[src/rtl/dcxo_seq_pkg.sv]
package dcxo_seq_pkg;
  localparam int HDR_W   = 16;
  localparam int ADR_W   = 8;
  localparam int WORD_W  = 16;
  localparam int FRAME_W = HDR_W + ADR_W + WORD_W;

  localparam logic [7:0] HDR_TOP  = 8'hFA;
  localparam logic [3:0] HDR_TAIL = 4'hA;
  localparam logic [ADR_W-1:0] REG_COARSE = 8'h06;
  localparam logic [ADR_W-1:0] REG_FINE   = 8'h07;

  typedef enum logic [2:0] {
    ST_IDLE,
    ST_FINE,
    ST_COARSE,
    ST_GAP_MID,
    ST_GAP_END
  } seqState_t;

  typedef struct packed {
    logic capture;
    logic sendFine;
    logic loadGap;
    logic stepGap;
  } dpStrobe_t;
endpackage

[src/rtl/dcxo_seq_dp.sv]
module dcxo_seq_dp
  import dcxo_seq_pkg::*;
#(
  parameter int VAL_W = 23,
  parameter int GAP_W = 16
) (
  input  logic               clk,
  input  logic               rstN,
  input  dpStrobe_t          strobe,
  input  logic               reqWide,
  input  logic [VAL_W-1:0]   reqValue,
  input  logic [3:0]         devAddr,
  input  logic [GAP_W-1:0]   gapCycles,
  output logic [FRAME_W-1:0] frmData,
  output logic               gapZero,
  output logic               gapLast
);
  localparam int FINE_W = VAL_W - WORD_W;
  localparam int PAD_W  = WORD_W - FINE_W;

  logic [VAL_W-1:0] valueQ;
  logic             wideQ;
  logic [3:0]       devQ;
  logic [GAP_W-1:0] gapQ;
  logic [GAP_W-1:0] gapCnt;

  always_ff @(posedge clk) begin
    if (!rstN) begin
      valueQ <= '0;
      wideQ  <= 1'b0;
      devQ   <= '0;
      gapQ   <= '0;
    end else if (strobe.capture) begin
      valueQ <= reqValue;
      wideQ  <= reqWide;
      devQ   <= devAddr;
      gapQ   <= gapCycles;
    end
  end

  always_ff @(posedge clk) begin
    if (!rstN) begin
      gapCnt <= '0;
    end else if (strobe.loadGap) begin
      gapCnt <= gapQ;
    end else if (strobe.stepGap && gapCnt != '0) begin
      gapCnt <= gapCnt - 1'b1;
    end
  end

  assign gapZero = (gapQ == '0);
  assign gapLast = (gapCnt <= GAP_W'(1));

  logic [ADR_W-1:0]  regSel;
  logic [WORD_W-1:0] wordSel;

  always_comb begin
    if (strobe.sendFine) begin
      regSel  = REG_FINE;
      wordSel = {{PAD_W{1'b0}}, valueQ[FINE_W-1:0]};
    end else if (wideQ) begin
      regSel  = REG_COARSE;
      wordSel = valueQ[VAL_W-1:FINE_W];
    end else begin
      regSel  = REG_COARSE;
      wordSel = valueQ[WORD_W-1:0];
    end
  end

  assign frmData = {HDR_TOP, devQ, HDR_TAIL, regSel, wordSel};
endmodule

[src/rtl/dcxo_seq_ctrl.sv]
module dcxo_seq_ctrl
  import dcxo_seq_pkg::*;
(
  input  logic      clk,
  input  logic      rstN,
  input  logic      reqValid,
  input  logic      reqWide,
  input  logic      frmReady,
  input  logic      gapZero,
  input  logic      gapLast,
  output logic      reqReady,
  output logic      frmValid,
  output logic      busy,
  output dpStrobe_t strobe
);
  seqState_t state, stateNxt;

  logic idle, accept, sent;

  assign idle   = (state == ST_IDLE);
  assign accept = idle && reqValid;
  assign sent   = frmValid && frmReady;

  always_comb begin
    stateNxt = state;
    unique case (state)
      ST_IDLE:    if (accept) stateNxt = reqWide ? ST_FINE : ST_COARSE;
      ST_FINE:    if (frmReady) stateNxt = gapZero ? ST_COARSE : ST_GAP_MID;
      ST_COARSE:  if (frmReady) stateNxt = gapZero ? ST_IDLE : ST_GAP_END;
      ST_GAP_MID: if (gapLast) stateNxt = ST_COARSE;
      ST_GAP_END: if (gapLast) stateNxt = ST_IDLE;
      default:    stateNxt = ST_IDLE;
    endcase
  end

  always_ff @(posedge clk) begin
    if (!rstN) state <= ST_IDLE;
    else       state <= stateNxt;
  end

  assign reqReady = idle;
  assign busy     = !idle;
  assign frmValid = (state == ST_FINE) || (state == ST_COARSE);

  always_comb begin
    strobe          = '0;
    strobe.capture  = accept;
    strobe.sendFine = (state == ST_FINE);
    strobe.loadGap  = sent && !gapZero;
    strobe.stepGap  = (state == ST_GAP_MID) || (state == ST_GAP_END);
  end
endmodule

[src/rtl/dcxo_update_seq.sv]
module dcxo_update_seq
  import dcxo_seq_pkg::*;
#(
  parameter int VAL_W = 23,
  parameter int GAP_W = 16
) (
  input  logic               clk,
  input  logic               rstN,
  input  logic               reqValid,
  output logic               reqReady,
  input  logic               reqWide,
  input  logic [VAL_W-1:0]   reqValue,
  input  logic [3:0]         devAddr,
  input  logic [GAP_W-1:0]   gapCycles,
  output logic               frmValid,
  input  logic               frmReady,
  output logic [FRAME_W-1:0] frmData,
  output logic               busy
);
  dpStrobe_t strobe;
  logic gapZero, gapLast;

  dcxo_seq_ctrl ctrlInst (
    .clk      (clk),
    .rstN     (rstN),
    .reqValid (reqValid),
    .reqWide  (reqWide),
    .frmReady (frmReady),
    .gapZero  (gapZero),
    .gapLast  (gapLast),
    .reqReady (reqReady),
    .frmValid (frmValid),
    .busy     (busy),
    .strobe   (strobe)
  );

  dcxo_seq_dp #(.VAL_W(VAL_W), .GAP_W(GAP_W)) dpInst (
    .clk       (clk),
    .rstN      (rstN),
    .strobe    (strobe),
    .reqWide   (reqWide),
    .reqValue  (reqValue),
    .devAddr   (devAddr),
    .gapCycles (gapCycles),
    .frmData   (frmData),
    .gapZero   (gapZero),
    .gapLast   (gapLast)
  );
endmodule

[config.mk]
export PLATFORM = sky130hd
export DESIGN_NAME = dcxo_update_seq
export DESIGN_NICKNAME = d
export VERILOG_FILES = /design/src/rtl/dcxo_seq_pkg.sv /design/src/rtl/dcxo_seq_dp.sv /design/src/rtl/dcxo_seq_ctrl.sv /design/src/rtl/dcxo_update_seq.sv
export SDC_FILE = /design/constraint.sdc
export NUM_CORES = 1
export LEC_CHECK = 0
export ABC_AREA = 0
export BUFFER_PORTS_ARGS = -buffer_cell sky130_fd_sc_hd__buf_2
export CORE_MARGIN = 2
export CORE_UTILIZATION = 40
export DETAILED_ROUTE_END_ITERATION = 6
export PLACE_DENSITY = 0.68
export REMOVE_ABC_BUFFERS = 1
export SYNTH_ARGS = -nofsm -noshare
export SYNTH_HDL_FRONTEND = slang
export SYNTH_SLANG_ARGS = --single-unit
[constraint.sdc]
create_clock -name clk -period 3.7 [get_ports clk]
set_input_delay 0.185 -clock clk [delete_from_list [all_inputs] [get_ports clk]]
set_output_delay 0.185 -clock clk [all_outputs]
set_load 0.01 [all_outputs]
==> impl_metrics.yaml <==
sta:
  layout_min_cycle_time_ns: 2.445
  hold_ws_ns: 0.07503
  final_max_slew_viol_count: 0
  rsz0062_at_grt: "no"
  fin_ws_ns: 1.255
  finalSetupViolCount: 0
  finClkSkew_ns: 0.006333
  max_slew.worst_pin.slew_ns: 1.160
  slew_headroom: 0.2267
  finalCritPeriodShare: 0.6607
  tns_ns: 0
  hold_viol: 0
  fmax_mhz: 409.0
pwr:
  p_leak_nw: 1.528
  swShare: 0.3736
  ir_drop_mv: 0.2894
  p_seq_frac: 0.374
  power_density_nw_per_um2: 633.6
  internal_power_w: 0.001454
  power_w: 0.002321
  pwr-share-clk: 0.281
  p_comb_frac: 0.345
  switching_power_w: 0.0008673
synth:
  async_reset_ff_frac: 0
  yosysTopAreaCellShare: 0.4029
  yosys_warnings: 0
  ys_seq_area_frac: 0.4029
  synth_ff_type: "dfxtp_1"
  synth_edf_count: 0
  ys_ff_latch: 63
  avgSynthCellArea_um2: 7.945
  synthCells: 394
  synth.distinct_cells: 46
  synthTopCellsByArea: "dfxtp_1 40%, nand2_1 12%, a21oi_1 8.3%, buf_4 4.8%, mux2i_1 4.5%"
  synth_top_cell_by_area: "dfxtp_1"
  syn_area_um2: 3131
critical_path:
  cp_cell_sequence: "and2_1, nand2b_1, mux2_2, buf_2"
  r2r_slack_ns: 1.33
  r2r_cells: 5
  r2r_end: "dpInst.gapCnt[1]$_SDFFE_PN0P_"
  setup.worst_path.start_class: "register"
  required_ns: 3.51
  cp-end-kind: "primary output"
  slowest_stage: "dfxtp_1"
  cp_max_fo: 11
  cp.arrival_ns: 2.26
  worstSetupPathType: "reg -> out"
  r2r_start: "ctrlInst.state[1]$_SDFFE_PN0P_"
  max_stage_delay_ns: 0.52
clocking:
  ctsHoldBuffers: 0
  ctsResizeCount: 0
  clockBufferDepth: 2
  path_clk_slew_ns: 0.07
  clk_latency_ns: 0.34
  htree_num_levels: 3
  clockRootBuffer: "clkbuf_8"
  clock-sinks: 63
  cts_tree: "yes"
  cts_inserted_buffers: 9
  post-cts-setup-buffer-count: 0
global_routing:
  grt_overflow: 0
  grt.total_usage: 0.1809
  top_usage_layer: "met2"
  grt_start_max_net_pins: 39
  met3_usage: 0.05045
  use_met1: 0.2337
  grt_use_met2: 0.2853
  antenna_found_initial: 0
  grt_pass1_wl_um: 12700
  grt_pass1_vias: 2777
worst_hold_path:
  hold_path_class: "in -> reg"
  hold_path_end: "dpInst.valueQ[1]$_SDFFE_PN0P_"
  worstHoldPathCells: 3
  worst_hold_startpoint: "reqValue[1]"
place:
  globalplace.congestion: 0.9246
  hpwl_um: 5337
  post-place-ws_ns: 1.340
  port_buffers: 71
  placed_area_um2: 3451
detailed_routing:
  antenna_left: 0
  drc_errors: 0
  dr.pass1.iters: 4
  viasPerCell: 5.208
  drt_wl_total_um: 7692
  drt-wirelength-per-cell_um: 13.76
  vias: 2911
  drt-initial-drc-count: 274
cells_and_area:
  drive_gt1_frac: 0.2319
  antenna-diode-count: 0
  area_growth_pct: 17.03
  nets: 503
  final_area_um2: 3664
die:
  ios: 91
  die_h_um: 92.47
  die_x_um: 92.47
  num_rows: 32
  die_area_um2: 8550
  start_util: 0.4094
  core_um2: 7647
flow_run:
  maxCapViolations: 0
status:
  outcome: "completed"
[cell families (layout without fill, tap and decap cells)]
| logic type | Yosys count | after routing | share of synthesized area |
|---|---|---|---|
| mux | 21 | 21 | 0.06994 |
| other cells | 2 | 19 | 0.002399 |
| flops | 63 | 63 | 0.4029 |
| compound gates | 92 | 92 | 0.1847 |
| xor+xnor | 1 | 1 | 0.002798 |
| simple gates | 158 | 158 | 0.2338 |
| buf+inv | 54 | 100 | 0.09153 |
| fa+ha+maj | 3 | 3 | 0.01199 |
[layer usage]
layer | share of wire | vias to the layer above
met5 | 0 | -
met1 | 0.46 | 1352
met3 | 0.063 | 10
li1 | - | 1447
met4 | 0.015 | 0
met2 | 0.47 | 102
[how the worst max path moves through the flow]
stage / from / to / slack [ns] / cells after the start
final: ctrlInst.state[0]$_SDFFE_PN0P_ / frmData[3] / 1.26 / 4
after CTS: ctrlInst.state[0]$_SDFFE_PN0P_ / frmData[3] / 1.23 / 4
after global placement: ctrlInst.state[1]$_SDFFE_PN0P_ / dpInst.gapCnt[1]$_SDFFE_PN0P_ / 1.45 / 5
after floorplan: ctrlInst.state[0]$_SDFFE_PN0P_ / dpInst.devQ[0]$_SDFFE_PN0P_ / 1.66 / 4
after detailed placement: ctrlInst.state[1]$_SDFFE_PN0P_ / dpInst.gapCnt[1]$_SDFFE_PN0P_ / 1.34 / 5
after global routing: ctrlInst.state[2]$_SDFFE_PN0P_ / frmData[3] / 1.09 / 5
[cells in the mapped netlist (3+ instances only)]
| library cell | number |
|---|---|
| mux2i_1 | 14 |
| a211oi_1 | 4 |
| a21oi_1 | 52 |
| o211ai_1 | 4 |
| nand3_1 | 7 |
| buf_2 | 7 |
| ha_1 | 3 |
| dfxtp_1 | 63 |
| nand2b_1 | 3 |
| buf_4 | 20 |
| nor2_1 | 17 |
| nor3_1 | 7 |
| and2_1 | 4 |
| a31oi_1 | 4 |
| clkbuf_1 | 17 |
| a32oi_1 | 5 |
| nor4_1 | 7 |
| mux2_2 | 7 |
| o221ai_1 | 3 |
| nand2_1 | 96 |
| nand3b_1 | 3 |
| inv_1 | 10 |
| o21ai_0 | 5 |
| o311ai_0 | 3 |
[layout make-up]
class | instances | area, um^2
fillers | 762 | 3984
clock inverters | 6 | 85.08
inverters | 10 | 37.54
clock buffers | 10 | 127.6
well taps | 102 | 127.6
flip-flops and latches | 63 | 1261
repair buffers | 74 | 377.9
multi-input cells | 294 | 1647
[power groups by stage]
stage / Clock [W] / Combinational (W) / Sequential, W
floorplan: 0 / 0.000561 / 0.000860
global route: 0.000693 / 0.000886 / 0.000882
detailed placement: 0 / 0.000788 / 0.000882
finish: 0.000652 / 0.000801 / 0.000869
global placement: 0 / 0.000780 / 0.000878
CTS: 0.000661 / 0.000794 / 0.000867
[through the flow]
| stage | util | cells |
|---|---|---|
| 6_report | 0.4791 | 559 |
| 5_1_grt | 0.4791 | 559 |
| 4_1_cts | 0.4791 | 559 |
| 3_5_place_dp | 0.4512 | 543 |
| 3_3_place_gp | 0.4512 | 543 |
| 2_1_floorplan | - | 367 |
[registers in the layout, indices dropped and copies added, names as in the netlist]
signal,cells
dpInst.wideQ,1
dpInst.valueQ,23
dpInst.devQ,4
ctrlInst.state,3
dpInst.gapQ,16
dpInst.gapCnt,16
[worst max-delay path: cells and delay by family, from the launching register on]
family                 cells  cell delay [ns]
muxes                      1             0.39
buffers and inverters      1             0.14
and+or+nand+nor            2             0.87
DFF                        1             0.52
[placed cells by master (no fill, tap or decap), drive strengths merged, types with 4 or more instances in the layout]
master   n
a21oi   52
nand3    7
clkbuf  10
nor3     9
nor4     8
mux2i   14
conb    19
inv     10
a211oi   4
o21ai    5
a32oi    5
dfxtp   63
mux2     7
and2     4
nor2    17
a31oi    4
nand2   96
o211ai   4
buf     74
(Power assumes the default switching activity.)
